### src/rtl/reload_timer_pkg.sv
package reload_timer_pkg;
  typedef enum logic {
    MODE_CONT = 1'b0,
    MODE_SHOT = 1'b1
  } rt_mode_e;

  localparam logic [1:0] ADDR_RELOAD = 2'd0;
  localparam logic [1:0] ADDR_COUNT  = 2'd1;
  localparam logic [1:0] ADDR_CTRL   = 2'd2;
  localparam logic [1:0] ADDR_OUT    = 2'd3;

  localparam int unsigned CTRL_RUN_BIT  = 0;
  localparam int unsigned CTRL_MODE_BIT = 1;
  localparam int unsigned CTRL_DIV_LSB  = 2;
endpackage

### src/rtl/rt_prescaler.sv
module rt_prescaler #(
  parameter int unsigned SEL_W = 2
) (
  input  logic             clk,
  input  logic             rst,
  input  logic [SEL_W-1:0] sel,
  output logic             tick
);
  localparam int unsigned PC_W = (1 << SEL_W) - 1;

  logic [PC_W-1:0] pc_q;
  logic [PC_W-1:0] mask;

  always_ff @(posedge clk) begin
    if (rst) pc_q <= '0;
    else     pc_q <= pc_q + 1'b1;
  end

  always_comb begin
    for (int i = 0; i < PC_W; i++) begin
      mask[i] = (i < int'(sel));
    end
    tick = ((pc_q & mask) == '0);
  end

  // a divided tick is never followed by another unless the divider changed
  AST_TICK_SPACING: assert property (@(posedge clk) disable iff (rst)
    (tick && sel != '0) |=> (!tick || sel != $past(sel)));
endmodule

### src/rtl/rt_edge_sync.sv
module rt_edge_sync (
  input  logic clk,
  input  logic rst,
  input  logic pin,
  output logic rise
);
  logic meta_q, sync_q, last_q;

  always_ff @(posedge clk) begin
    if (rst) begin
      meta_q <= 1'b0;
      sync_q <= 1'b0;
      last_q <= 1'b0;
    end else begin
      meta_q <= pin;
      sync_q <= meta_q;
      last_q <= sync_q;
    end
  end

  assign rise = sync_q & ~last_q;

  AST_RISE_ONE_CLOCK: assert property (@(posedge clk) disable iff (rst)
    rise |=> !rise);
endmodule

### src/rtl/rt_core.sv
module rt_core
  import reload_timer_pkg::*;
#(
  parameter int unsigned CNT_W = 16
) (
  input  logic             clk,
  input  logic             rst,
  input  logic             tick,
  input  rt_mode_e         mode,
  input  logic             sw_wr,
  input  logic             sw_run,
  input  logic             ext_rise,
  input  logic [CNT_W-1:0] reload,
  input  logic             cnt_wr,
  input  logic [CNT_W-1:0] cnt_wdata,
  output logic [CNT_W-1:0] cnt_q,
  output logic             run_q,
  output logic             tout_q
);
  localparam logic [CNT_W-1:0] ONE  = CNT_W'(1);
  localparam logic [CNT_W-1:0] ONES = '1;

  logic             pend_q, pend_d;
  logic             run_d, tout_d;
  logic [CNT_W-1:0] cnt_d;
  logic             uflow, shot_stop, start;

  always_comb begin
    uflow     = run_q && tick && !pend_q && (cnt_q == '0);
    shot_stop = uflow && (mode == MODE_SHOT);

    // run-state priority: software write, then single-shot stop, then pin
    run_d = run_q;
    if (sw_wr)          run_d = sw_run;
    else if (shot_stop) run_d = 1'b0;
    else if (ext_rise)  run_d = 1'b1;
    start = !run_q && run_d;

    cnt_d  = cnt_q;
    pend_d = 1'b0;
    if (start) begin
      cnt_d = reload;
    end else if (pend_q) begin
      cnt_d = reload - ONE;
    end else if (uflow) begin
      if (mode == MODE_CONT) begin
        cnt_d  = ONES;
        pend_d = 1'b1;
      end else begin
        cnt_d = reload;
      end
    end else if (run_q && tick) begin
      cnt_d = cnt_q - ONE;
    end else if (!run_q && cnt_wr) begin
      cnt_d = cnt_wdata;
    end

    tout_d = tout_q ^ (uflow | (start && (mode == MODE_SHOT)));
  end

  always_ff @(posedge clk) begin
    if (rst) begin
      cnt_q  <= '0;
      run_q  <= 1'b0;
      tout_q <= 1'b0;
      pend_q <= 1'b0;
    end else begin
      cnt_q  <= cnt_d;
      run_q  <= run_d;
      tout_q <= tout_d;
      pend_q <= pend_d;
    end
  end

  AST_WRAP_ALL_ONES: assert property (@(posedge clk) disable iff (rst)
    (run_q && tick && cnt_q == '0 && mode == MODE_CONT) |=> (cnt_q == ONES));
  AST_HOLD_OFF_TICK: assert property (@(posedge clk) disable iff (rst)
    (run_q && !tick && !pend_q) |=> (cnt_q == $past(cnt_q)));
  AST_SHOT_STOPS: assert property (@(posedge clk) disable iff (rst)
    (run_q && tick && !pend_q && cnt_q == '0 && mode == MODE_SHOT && !sw_wr) |=> !run_q);
  AST_SW_OFF_WINS: assert property (@(posedge clk) disable iff (rst)
    (sw_wr && !sw_run) |=> !run_q);
  AST_SW_ON_WINS: assert property (@(posedge clk) disable iff (rst)
    (sw_wr && sw_run) |=> run_q);
  AST_OUT_QUIET_STOPPED: assert property (@(posedge clk) disable iff (rst)
    (!run_q && !(sw_wr && sw_run) && !ext_rise) |=> $stable(tout_q));
  AST_LOAD_WHEN_STOPPED: assert property (@(posedge clk) disable iff (rst)
    (!run_q && !pend_q && cnt_wr && !ext_rise && !(sw_wr && sw_run)) |=> (cnt_q == $past(cnt_wdata)));
endmodule

### src/rtl/reload_timer.sv
module reload_timer
  import reload_timer_pkg::*;
#(
  parameter int unsigned CNT_W  = 16,
  parameter int unsigned SEL_W  = 2,
  parameter int unsigned ADDR_W = 2
) (
  input  logic              clk,
  input  logic              rst,
  input  logic              bus_we,
  input  logic [ADDR_W-1:0] bus_addr,
  input  logic [CNT_W-1:0]  bus_wdata,
  output logic [CNT_W-1:0]  bus_rdata,
  input  logic              ext_en,
  output logic              tout
);
  logic [CNT_W-1:0] reload_q;
  rt_mode_e         mode_q;
  logic [SEL_W-1:0] sel_q;
  logic             tick, ext_rise, run_q;
  logic [CNT_W-1:0] cnt_q;
  logic             wr_ctrl, wr_cnt, wr_reload;
  logic [CNT_W-1:0] rd_mux;

  assign wr_ctrl   = bus_we && (bus_addr == ADDR_W'(ADDR_CTRL));
  assign wr_cnt    = bus_we && (bus_addr == ADDR_W'(ADDR_COUNT));
  assign wr_reload = bus_we && (bus_addr == ADDR_W'(ADDR_RELOAD));

  always_ff @(posedge clk) begin
    if (rst) begin
      reload_q <= '0;
      mode_q   <= MODE_CONT;
      sel_q    <= '0;
    end else begin
      if (wr_reload) reload_q <= bus_wdata;
      if (wr_ctrl) begin
        mode_q <= rt_mode_e'(bus_wdata[CTRL_MODE_BIT]);
        sel_q  <= bus_wdata[CTRL_DIV_LSB +: SEL_W];
      end
    end
  end

  rt_prescaler #(.SEL_W(SEL_W)) u_presc (
    .clk (clk),
    .rst (rst),
    .sel (sel_q),
    .tick(tick)
  );

  rt_edge_sync u_sync (
    .clk (clk),
    .rst (rst),
    .pin (ext_en),
    .rise(ext_rise)
  );

  rt_core #(.CNT_W(CNT_W)) u_core (
    .clk      (clk),
    .rst      (rst),
    .tick     (tick),
    .mode     (mode_q),
    .sw_wr    (wr_ctrl),
    .sw_run   (bus_wdata[CTRL_RUN_BIT]),
    .ext_rise (ext_rise),
    .reload   (reload_q),
    .cnt_wr   (wr_cnt),
    .cnt_wdata(bus_wdata),
    .cnt_q    (cnt_q),
    .run_q    (run_q),
    .tout_q   (tout)
  );

  always_comb begin
    rd_mux = '0;
    case (bus_addr)
      ADDR_W'(ADDR_RELOAD): rd_mux = reload_q;
      ADDR_W'(ADDR_COUNT):  rd_mux = cnt_q;
      ADDR_W'(ADDR_CTRL): begin
        rd_mux[CTRL_RUN_BIT]               = run_q;
        rd_mux[CTRL_MODE_BIT]              = mode_q;
        rd_mux[CTRL_DIV_LSB +: SEL_W]      = sel_q;
      end
      default:              rd_mux[0] = tout;
    endcase
  end

  always_ff @(posedge clk) begin
    if (rst) bus_rdata <= '0;
    else     bus_rdata <= rd_mux;
  end

  AST_RDATA_HELD_IN_RESET: assert property (@(posedge clk)
    $past(rst) |-> (bus_rdata == '0));
endmodule

### config.mk
export PLATFORM = sky130hd
export DESIGN_NAME = reload_timer
export DESIGN_NICKNAME = d
export VERILOG_FILES = /design/src/rtl/reload_timer_pkg.sv /design/src/rtl/rt_prescaler.sv /design/src/rtl/rt_edge_sync.sv /design/src/rtl/rt_core.sv /design/src/rtl/reload_timer.sv
export SDC_FILE = /design/constraint.sdc
export NUM_CORES = 1
export LEC_CHECK = 0
export BUFFER_PORTS_ARGS = -buffer_cell sky130_fd_sc_hd__buf_2
export CORE_MARGIN = 2
export CORE_UTILIZATION = 59
export DETAILED_ROUTE_END_ITERATION = 12
export GPL_ROUTABILITY_DRIVEN = 0
export PLACE_DENSITY = 0.8
export SYNTH_ARGS = -nofsm -noshare
export SYNTH_HDL_FRONTEND = slang
export SYNTH_SLANG_ARGS = --single-unit
### constraint.sdc
create_clock -name clk -period 2.8 [get_ports clk]
set_input_delay 0.28 -clock clk [delete_from_list [all_inputs] [get_ports clk]]
set_output_delay 0.28 -clock clk [all_outputs]
set_load 0.005 [all_outputs]
* After elaboration in Yosys (flattened, before gate mapping)
Cells that the tools add are included.
Widths: inputs -> output; s select.
** Word-level totals
- Register bits after elaboration :: 60
- Output and inout port bits :: 17
- Word-level logic and storage cells :: 56
** Cells by class
- Add/sub/neg operators :: 3
- Magnitude comparators :: 3
- Eq/ne operators :: 2
- Muxes and demuxes :: 13
- Bitwise gates (word level) :: 6
- Reductions and logical operators :: 17
** Operators by type and width (number)
- $mux 16 :: 6
- $sub 16x1->16 const B :: 2
- $pmux 12 s2 :: 1
- $logic_not 16->1 :: 1
- $logic_and 1x1->1 :: 10
- $pmux 3 s3 :: 1
- $reduce_bool 5->1 :: 1
- $lt 1x2->1 const A :: 2
- $mux 1 :: 4
- $reduce_or 4->1 :: 1
- $add 3x1->3 const B :: 1
- $and 3x3->3 :: 1
- $logic_not 3->1 :: 1
- $pmux 1 s3 :: 1
- $eq 2x1->1 const B :: 1
- $eq 2x2->1 const B :: 1
- $logic_not 1->1 :: 2
- $logic_not 2->1 :: 1
- $lt 2x2->1 const A :: 1
- $not 1->1 :: 2
- $and 1x1->1 :: 1
- $or 1x1->1 :: 1
- $xor 1x1->1 :: 1

* Depth between registers and ports, before layout
Gate-level depths: netlist of the first run.
- Depth after elaboration :: 13
- Gate-level depth with buffers :: 9

* Modules after synthesis
Synthesis of the first run repeated with hierarchy kept, for this count alone.
** Second synthesis, totals
- Cells, all modules :: 446
- Area total of the unflattened synthesis :: 3483.3 µm²
** Modules (own cells, without submodules)
- rt_core :: times used 1, cells each 286, area an instance 1955.6 µm², seq. area each 380.4 µm²
- reload_timer :: times used 1, cells each 142, area an instance 1326.3 µm², seq. area each 700.7 µm²
- rt_prescaler :: times used 1, cells each 11, area an instance 113.9 µm², seq. area each 60.1 µm²
- rt_edge_sync :: times used 1, cells each 7, area an instance 87.6 µm², seq. area each 60.1 µm²

* Worst setup path before layout of the first run
No wires, ideal clock.
- Path type :: reg2reg
- Start :: reg u_core.cnt_q[0]
- End :: reg u_core.cnt_q[11]
- Library setup time :: 121 ps
- Data arrival time :: 2121 ps
- Required time :: 2679 ps
- Setup slack :: 559 ps
- Cell stages (with the launch flop) :: 10
- Buffers on the path :: 1
- Period minus slack after synthesis :: 2241 ps
- Path through :: dfxtp_1 -> inv_1 -> ha_1 -> nor4b_1 -> nand2_1 -> or4_4 -> buf_6 -> or3_1 -> nand4_1 -> nand3_1
** Between the ends
- Longest elaborated chain between the ends :: 7
- Elaborated cells on any way between the ends :: 12
- Classes of those cells :: 1 x add/sub; 6 x mux; 5 x reduce/logical
** Ends and longest elaborated chain
- start: declaration :: line rt_core.sv:16 : output logic [CNT_W-1:0] cnt_q,
- start signal: assignment :: line rt_core.sv:68 : cnt_q <= cnt_d;
- parallel branches: the longest is 7 deep, another holds $sub 16x1->16
Parallel ways; which one is timed is not known.
A chain may end at the register's enable or synchronous reset.

* Final worst setup path of the first run
- Start :: reg u_core.cnt_q[0]
- End :: reg u_core.cnt_q[3]
Same word-level chain as after synthesis.

==> summary.txt, run 1 <==
Clock network
  – CTS sink count: 60
  – Max Buffers Root-to-Sink: 2
  – # resized after CTS: 0
  – Post-CTS Setup Inserts: 0
  – Num CTS Buffers: 9
  – TritonCTS clock tree: built
  – CTS HTree Levels: 3
  – CTS clk-pin slew, worst paths: around 0.07 ns
  – Clock latency at the later pin of the worst-skew pair: between 0.3 and 0.4 ns
  – Root Buffer: clkbuf_8
  – CTS Hold Buffers Added: 0

Worst hold path
  – End of the worst hold path: u_sync.meta_q$_SDFF_PP0_
  – Hold Crit Class: primary input to flip-flop
  – Hold Path Cell Cnt: 2
  – Hold Crit Start: ext_en

Logic synthesis
  – Ranking of synthesized cells by area: dfxtp_1 (35%), nand2_1 (6.9%), a21oi_1 (5.2%)
  – Area leader, netlist: dfxtp_1
  – Synth Warn #: 0
  – Most common cell in the netlist: nand2_1
  – Commonest cells post-synth: nand2_1 (63), dfxtp_1 (60), nor2_1 (45)
  – Post-Syn Area: around 3500 um2
  – Top_reg_cell synth: dfxtp_1
  – Post-synthesis sequential area ratio: between 30% and 40%
  – Synth Register Bits: 60
  – Post-synth top area share: roughly a third
  – Syn_area_per_cell: between 7 and 8 um2
  – Post-synthesis cell type count: 61
  – Post-synthesis net count: 470
  – FFs w/ async S/R, synth: 0%
  – Post-Syn Instances: ~440
  – EDFF count, synth: 0

Floorplanning
  – Die area: between 6000 and 7000 um2
  – # IOs: 39
  – Starting density of the core: between 60% and 70%
  – Die H: a little over 80 um
  – Chip width: 80.5 um
  – Core area: between 5000 and 6000 um2
  – Std cell rows: 27

Finish
  – Number of fillers in the final layout: 467
  – Multi-input gate area: about 2100 um2
  – Register area: approximately 1200 um2
  – Final Cell Area: about 4000 um2
  – Antenna cells: 0
  – Area grow syn2layout: 13.4%
  – Nets: just under 500
  – Layout cells sized above 1: 15.6%

Critical path
  – R2r worst-path depth: 8
  – Data arrival, critical path: around 2.8 ns
  – Startpoint Class: flip-flop
  – Kind of critical path: flip-flop to flip-flop
  – CP Data Required Time: approximately 3.0 ns
  – Reg-to-reg endpoint: u_core.cnt_q[3]$_SDFFE_PP0P_
  – Worst reg2reg setup slack: 0.22 ns
  – R2r startpoint: u_core.cnt_q[0]$_SDFFE_PP0P_
  – Nature of the critical path endpoint: flip-flop
  – Max FO, Critical Path: 12

Detailed routing
  – Routed wire length: ~9800 um
  – Via count: about 3.5k
  – Pre-Repair DR Iteration Count: 6
  – WL per Instance: between 15 and 20 um
  – Via density: 6.46
  – ANT nets after route: 0
  – Initial DRC Count: between 400 and 500
  – DRC Markers: 0

STA
  – RSZ-0062 raised after global routing: false
  – Worst-Margin Slew: roughly 0.7 ns
  – Max Slew Vio Count: 0
  – Fmax: 0.387 GHz
  – Final number of hold-violating endpoints: 0
  – Max transition margin: just over 50%
  – Final period utilization: 92.2%
  – Count of final setup violators: 0
  – Layout Skew: slightly below 0.008 ns
  – Fin crit period: 2.58 ns
  – Setup TNS: 0 ns

Power
  – Pint: 1.78 mW
  – Peak supply drop: 0.000368 V
  – Sequential share of power: between 30% and 40%
  – Sw power: just under 0.8 mW
  – Clock power frac: between 30% and 40%
  – Switching share of power: a little over 30%
  – Lkg Pwr: between 1.5 and 2 nW
  – Combinational share of power: approximately 22%
  – Power Dens Cells: approximately 650 nW/um2

Global routing
  – Largest net degree at the start of global routing: 32
  – Global route overflow: 0
  – First-pass GRT wire length: between 15000 and 20000 um
  – Initial antenna violation count: 0
  – Gr usage total: approximately a third
  – Via count of the first global-routing pass: ~3.2k

Job
  – MaxCap Viol Count: 0

Placed design
  – Hpwl dp: roughly 7000 um
  – I/O Buffers: 38
  – Post-Place Cell Area: between 3000 and 4000 um2

Run status
  – Status: finished, final reports clean
## metal layers
metal | wire length (um) | global-route usage [%] | vias to the layer above
met4 | 254 | 12.7 | 0
li1 | - | - | 1636
met5 | 0 | 0 | -
met1 | 4070 | 43.4 | 1598
met3 | 1260 | 8.20 | 43
met2 | 4240 | 49.5 | 243
## power groups by stage
stage	Sequential [mW]	Combinational, mW	Clock [mW]
after detailed placement	1.00	0.543	0
after floorplan	0.965	0.435	0
after global placement	1.00	0.536	0
after CTS	0.986	0.551	0.989
after global routing	0.997	0.618	1.02
final	0.991	0.566	0.991
## layout make-up
class                      count  share of cell area (%)
multi-input combinational    337                    52.7
clock buffer                  12                    3.96
inverter                      12                    1.15
sequential                    60                    30.7
clock inverter                 4                    2.43
timing repair buffer          48                    6.78
tap                           72                    2.30
## state kept, by name, summed over array words and instances, names as in the netlist
name / cells
u_sync.last_q: 1
u_core.run_q: 1
u_core.cnt_q: 16
bus_rdata: 16
u_presc.pc_q: 3
u_sync.meta_q: 1
mode_q: 1
reload_q: 16
sel_q: 2
u_core.pend_q: 1
u_sync.sync_q: 1
u_core.tout_q: 1
## critical path, cell delays in order (launching register included)
cell	delay (ns)
dfxtp_1	0.34
inv_1	0.13
ha_1	0.15
nor4b_1	0.42
nand2_1	0.16
or4_4	0.65
and2_0	0.30
o22ai_1	0.21
a21oi_1	0.09
## cells by family after synthesis
kind of cell / count (synthesis) / synth area share [%]
and+or+nand+nor: 191 / 27.7
AOI/OAI and AO/OA: 104 / 19.8
DFF: 60 / 34.8
buffers and inverters: 47 / 5.62
xor gates and xnor gates: 19 / 4.82
muxes: 19 / 5.91
adders and majority gates: 4 / 1.45
## metrics by stage
step,hold slack (ns),instances,power [mW],setup WS [ns],utilization [%]
after floorplan,0.408,444,1.40,0.559,-
after detailed placement,0.428,529,1.55,0.270,65.7
after CTS,0.137,545,2.53,0.268,70.2
final,0.134,545,2.55,0.218,70.2
after global placement,0.417,529,1.54,0.378,65.7
after global routing,0.169,545,2.64,0.0521,70.2
## worst max-delay path by stage
| stage | slack [ns] | to | cells past startpoint | from |
|---|---|---|---|---|
| 3_5_place_dp | 0.27 | u_core.cnt_q[4]$_SDFFE_PP0P_ | 8 | u_core.cnt_q[0]$_SDFFE_PP0P_ |
| 2_1_floorplan | 0.56 | u_core.cnt_q[11]$_SDFFE_PP0P_ | 9 | u_core.cnt_q[0]$_SDFFE_PP0P_ |
| 5_1_grt | 0.05 | u_core.cnt_q[4]$_SDFFE_PP0P_ | 8 | u_core.cnt_q[0]$_SDFFE_PP0P_ |
| 4_1_cts | 0.27 | u_core.cnt_q[3]$_SDFFE_PP0P_ | 8 | u_core.cnt_q[0]$_SDFFE_PP0P_ |
| 3_3_place_gp | 0.38 | u_core.cnt_q[3]$_SDFFE_PP0P_ | 8 | u_core.cnt_q[0]$_SDFFE_PP0P_ |
| 6_report | 0.22 | u_core.cnt_q[3]$_SDFFE_PP0P_ | 8 | u_core.cnt_q[0]$_SDFFE_PP0P_ |
## cells in the final DEF, fill, tap and decap left out, types with 3 or more instances in the layout
cell,instances
nand2b_1,5
ha_1,4
mux2i_1,17
nor2b_1,9
nand3b_1,3
buf_2,38
a221o_1,3
a22oi_1,3
a311oi_1,3
a211oi_1,5
buf_4,10
nand3_1,8
o22ai_1,6
o211ai_1,5
nor3_1,18
xor2_1,8
nand2_1,63
inv_1,12
bufinv_16,3
nand4_1,5
nor3b_1,3
dfxtp_1,60
a31oi_1,3
o21ai_0,14
nor4b_1,3
a221oi_1,4
xnor2_1,11
nor2_1,45
nor4_1,11
clkbuf_8,11
or3_1,5
a21oi_1,36
a21boi_0,3
Power figures use the tool's default switching activity.
==> inputs of run 2 (changes only) <==
Settings changed: CORE_UTILIZATION 59 to 50, PLACE_DENSITY 0.8 to 0.7.
==> run 2 against run 1 <==
  * Critical endpoint unchanged
  * Sequential share of layout area increased by 0.23 points
  * Via count decreased by 0.88%
  * Clock power decreased by 22%
  * Wire length increased by 1.8%
  * Critical path depth unchanged
  * Register-to-register slack improved by 0.07 ns
  * Global-route usage decreased by 5.1 points
  * Combinational power about the same
  * First-iteration DRC count decreased by 8.1%
  * Non-clock buffer count increased by 2
  * Clock-buffer cell count decreased by 2
  * Total power decreased by 8.8%
==> summary.txt, run 2 (synthesis results as in run 1) <==
Run status
  – Status: finished, final reports clean

STA
  – Final number of hold-violating endpoints: 0
  – Worst Setup Slack, final: between 0.2 and 0.3 ns
  – Fin crit period: 2.51 ns
  – Setup TNS: 0 ns
  – Count of final setup violators: 0
  – Fmax: approximately 0.4 GHz
  – Max Slew Vio Count: 0
  – RSZ-0062 raised after global routing: false
  – Final period utilization: roughly 90%
  – Max transition margin: between 40 and 50%
  – Worst-Margin Slew: roughly 0.84 ns
  – Layout Skew: 0.0127 ns

Critical path
  – Max FO, Critical Path: 12
  – Kind of critical path: flip-flop to flip-flop
  – R2r startpoint: u_core.cnt_q[0]$_SDFFE_PP0P_
  – Worst reg2reg setup slack: a little under 0.3 ns
  – Nature of the critical path endpoint: flip-flop
  – Startpoint Class: flip-flop
  – R2r worst-path depth: 8
  – CP Data Required Time: ~3.0 ns
  – Reg-to-reg endpoint: u_core.cnt_q[3]$_SDFFE_PP0P_
  – Data arrival, critical path: 2.72 ns

Clock network
  – Max Buffers Root-to-Sink: 2
  – Root Buffer: clkbuf_8
  – Clock latency at the later pin of the worst-skew pair: ~0.34 ns
  – Num CTS Buffers: 9
  – TritonCTS clock tree: built
  – CTS sink count: 60
  – Post-CTS Setup Inserts: 0
  – CTS HTree Levels: 3
  – CTS Hold Buffers Added: 0
  – CTS clk-pin slew, worst paths: 0.07 ns

Global routing
  – Largest net degree at the start of global routing: 30
  – Gr usage total: ~27%
  – Global route overflow: 0
  – First-pass GRT wire length: 16000 um
  – Initial antenna violation count: 0
  – Via count of the first global-routing pass: between 3k and 4k

Power
  – Switching share of power: around a third
  – Clock power frac: 33.1%
  – Lkg Pwr: 1.57 nW
  – Pint: 1.57 mW
  – Combinational share of power: 24.4%
  – Peak supply drop: between 0.0002 and 0.0003 V
  – Sw power: 0.753 mW
  – Total power: ~2.3 mW
  – Power Dens Cells: about 600 nW/um2
  – Sequential share of power: 42.6%

Detailed routing
  – Via count: between 3k and 4k
  – Initial DRC Count: ~450
  – Routed wire length: about 10000 um
  – ANT nets after route: 0
  – WL per Instance: between 15 and 20 um
  – Via density: 6.30
  – DRC Markers: 0
  – Pre-Repair DR Iteration Count: 5

Finish
  – Number of fillers in the final layout: approximately 650
  – Area grow syn2layout: 12.6%
  – Most common library cell in the layout ignoring fill and taps: nand2_1
  – Commonest cells after routing, fill and taps aside: nand2_1 (63), dfxtp_1 (60), nor2_1 (45)
  – Antenna cells: 0
  – Nets: between 400 and 500
  – Layout cells sized above 1: 16.2%
  – Largest registers: bus_rdata x16, reload_q x16, u_core.cnt_q x16

Placed design
  – I/O Buffers: 38
  – Dpl ws: approximately 0.24 ns
  – Hpwl dp: slightly above 7000 um

Worst hold path
  – Hold Path Cell Cnt: 2
  – Hold Crit Class: primary input to flip-flop
  – Hold Crit Start: ext_en
  – End of the worst hold path: u_sync.meta_q$_SDFF_PP0_

Floorplanning
  – Die area: 7580 um2
  – Core area: approximately 6700 um2
  – # IOs: 39
  – Std cell rows: 30
  – Starting density of the core: approximately half
  – Chip width: around 87 um
  – Die H: 87.1 um

Job
  – MaxCap Viol Count: 0
## run 2: worst max-delay path by stage
stage / start / endpoint / cells past startpoint
4_1_cts: u_core.cnt_q[0]$_SDFFE_PP0P_ / u_core.cnt_q[3]$_SDFFE_PP0P_ / 8
3_5_place_dp: u_core.cnt_q[0]$_SDFFE_PP0P_ / u_core.cnt_q[3]$_SDFFE_PP0P_ / 8
3_3_place_gp: u_core.cnt_q[0]$_SDFFE_PP0P_ / u_core.cnt_q[4]$_SDFFE_PP0P_ / 8
5_1_grt: u_core.cnt_q[0]$_SDFFE_PP0P_ / u_core.cnt_q[4]$_SDFFE_PP0P_ / 8
6_report: u_core.cnt_q[0]$_SDFFE_PP0P_ / u_core.cnt_q[3]$_SDFFE_PP0P_ / 8
2_1_floorplan: u_core.cnt_q[0]$_SDFFE_PP0P_ / u_core.cnt_q[11]$_SDFFE_PP0P_ / 9
## run 2: area by class of cell
class	instances	area (um2)	area share, %
repair buffers	50	280	7.21
well taps	80	100	2.58
flip-flops and latches	60	1200	30.9
clock inverters	5	52.6	1.35
clock buffers	10	138	3.54
inverters	12	45.0	1.16
multi-input cells	337	2070	53.3
## run 2: repair_timing
item / CTS / global route
endpoints found under the hold margin: 0 / 0
setup endpoints to repair: 0 / 3
resized for setup: 0 / 1
## run 2: per-layer routing
metal	vias to the layer above	part of all wire (%)	global-route usage, %
li1	1643	-	-
met1	1647	45	38.5
met2	181	44	40.4
met3	18	9.6	6.07
met4	0	1.7	10.6
met5	-	0	0
## run 2: metrics by stage
step,area (um2),std cells,hold slack (ns),utilization [%]
finish,3890,554,0.154,57.8
global route,3890,554,0.155,57.8
CTS,3880,554,0.149,57.7
detailed placement,3690,539,0.442,54.9
global placement,3690,539,0.419,54.9
floorplan,3450,444,0.408,-
## run 2: power by group through the flow
stage	logic, mW	registers [mW]	clock network, mW
floorplan	0.435	0.965	0
global placement	0.539	1.00	0
detailed placement	0.546	1.00	0
CTS	0.551	0.986	0.777
global route	0.621	0.996	0.810
finish	0.566	0.990	0.769
## run 2: worst max-delay path, cell delays in order (launching register included)
cell and delay, ns:
dfxtp_1 0.34, inv_1 0.14, ha_1 0.16, nor4b_2 0.33
nand2_1 0.15, or4_4 0.65, and2_0 0.30, o22ai_1 0.22
a21oi_1 0.09
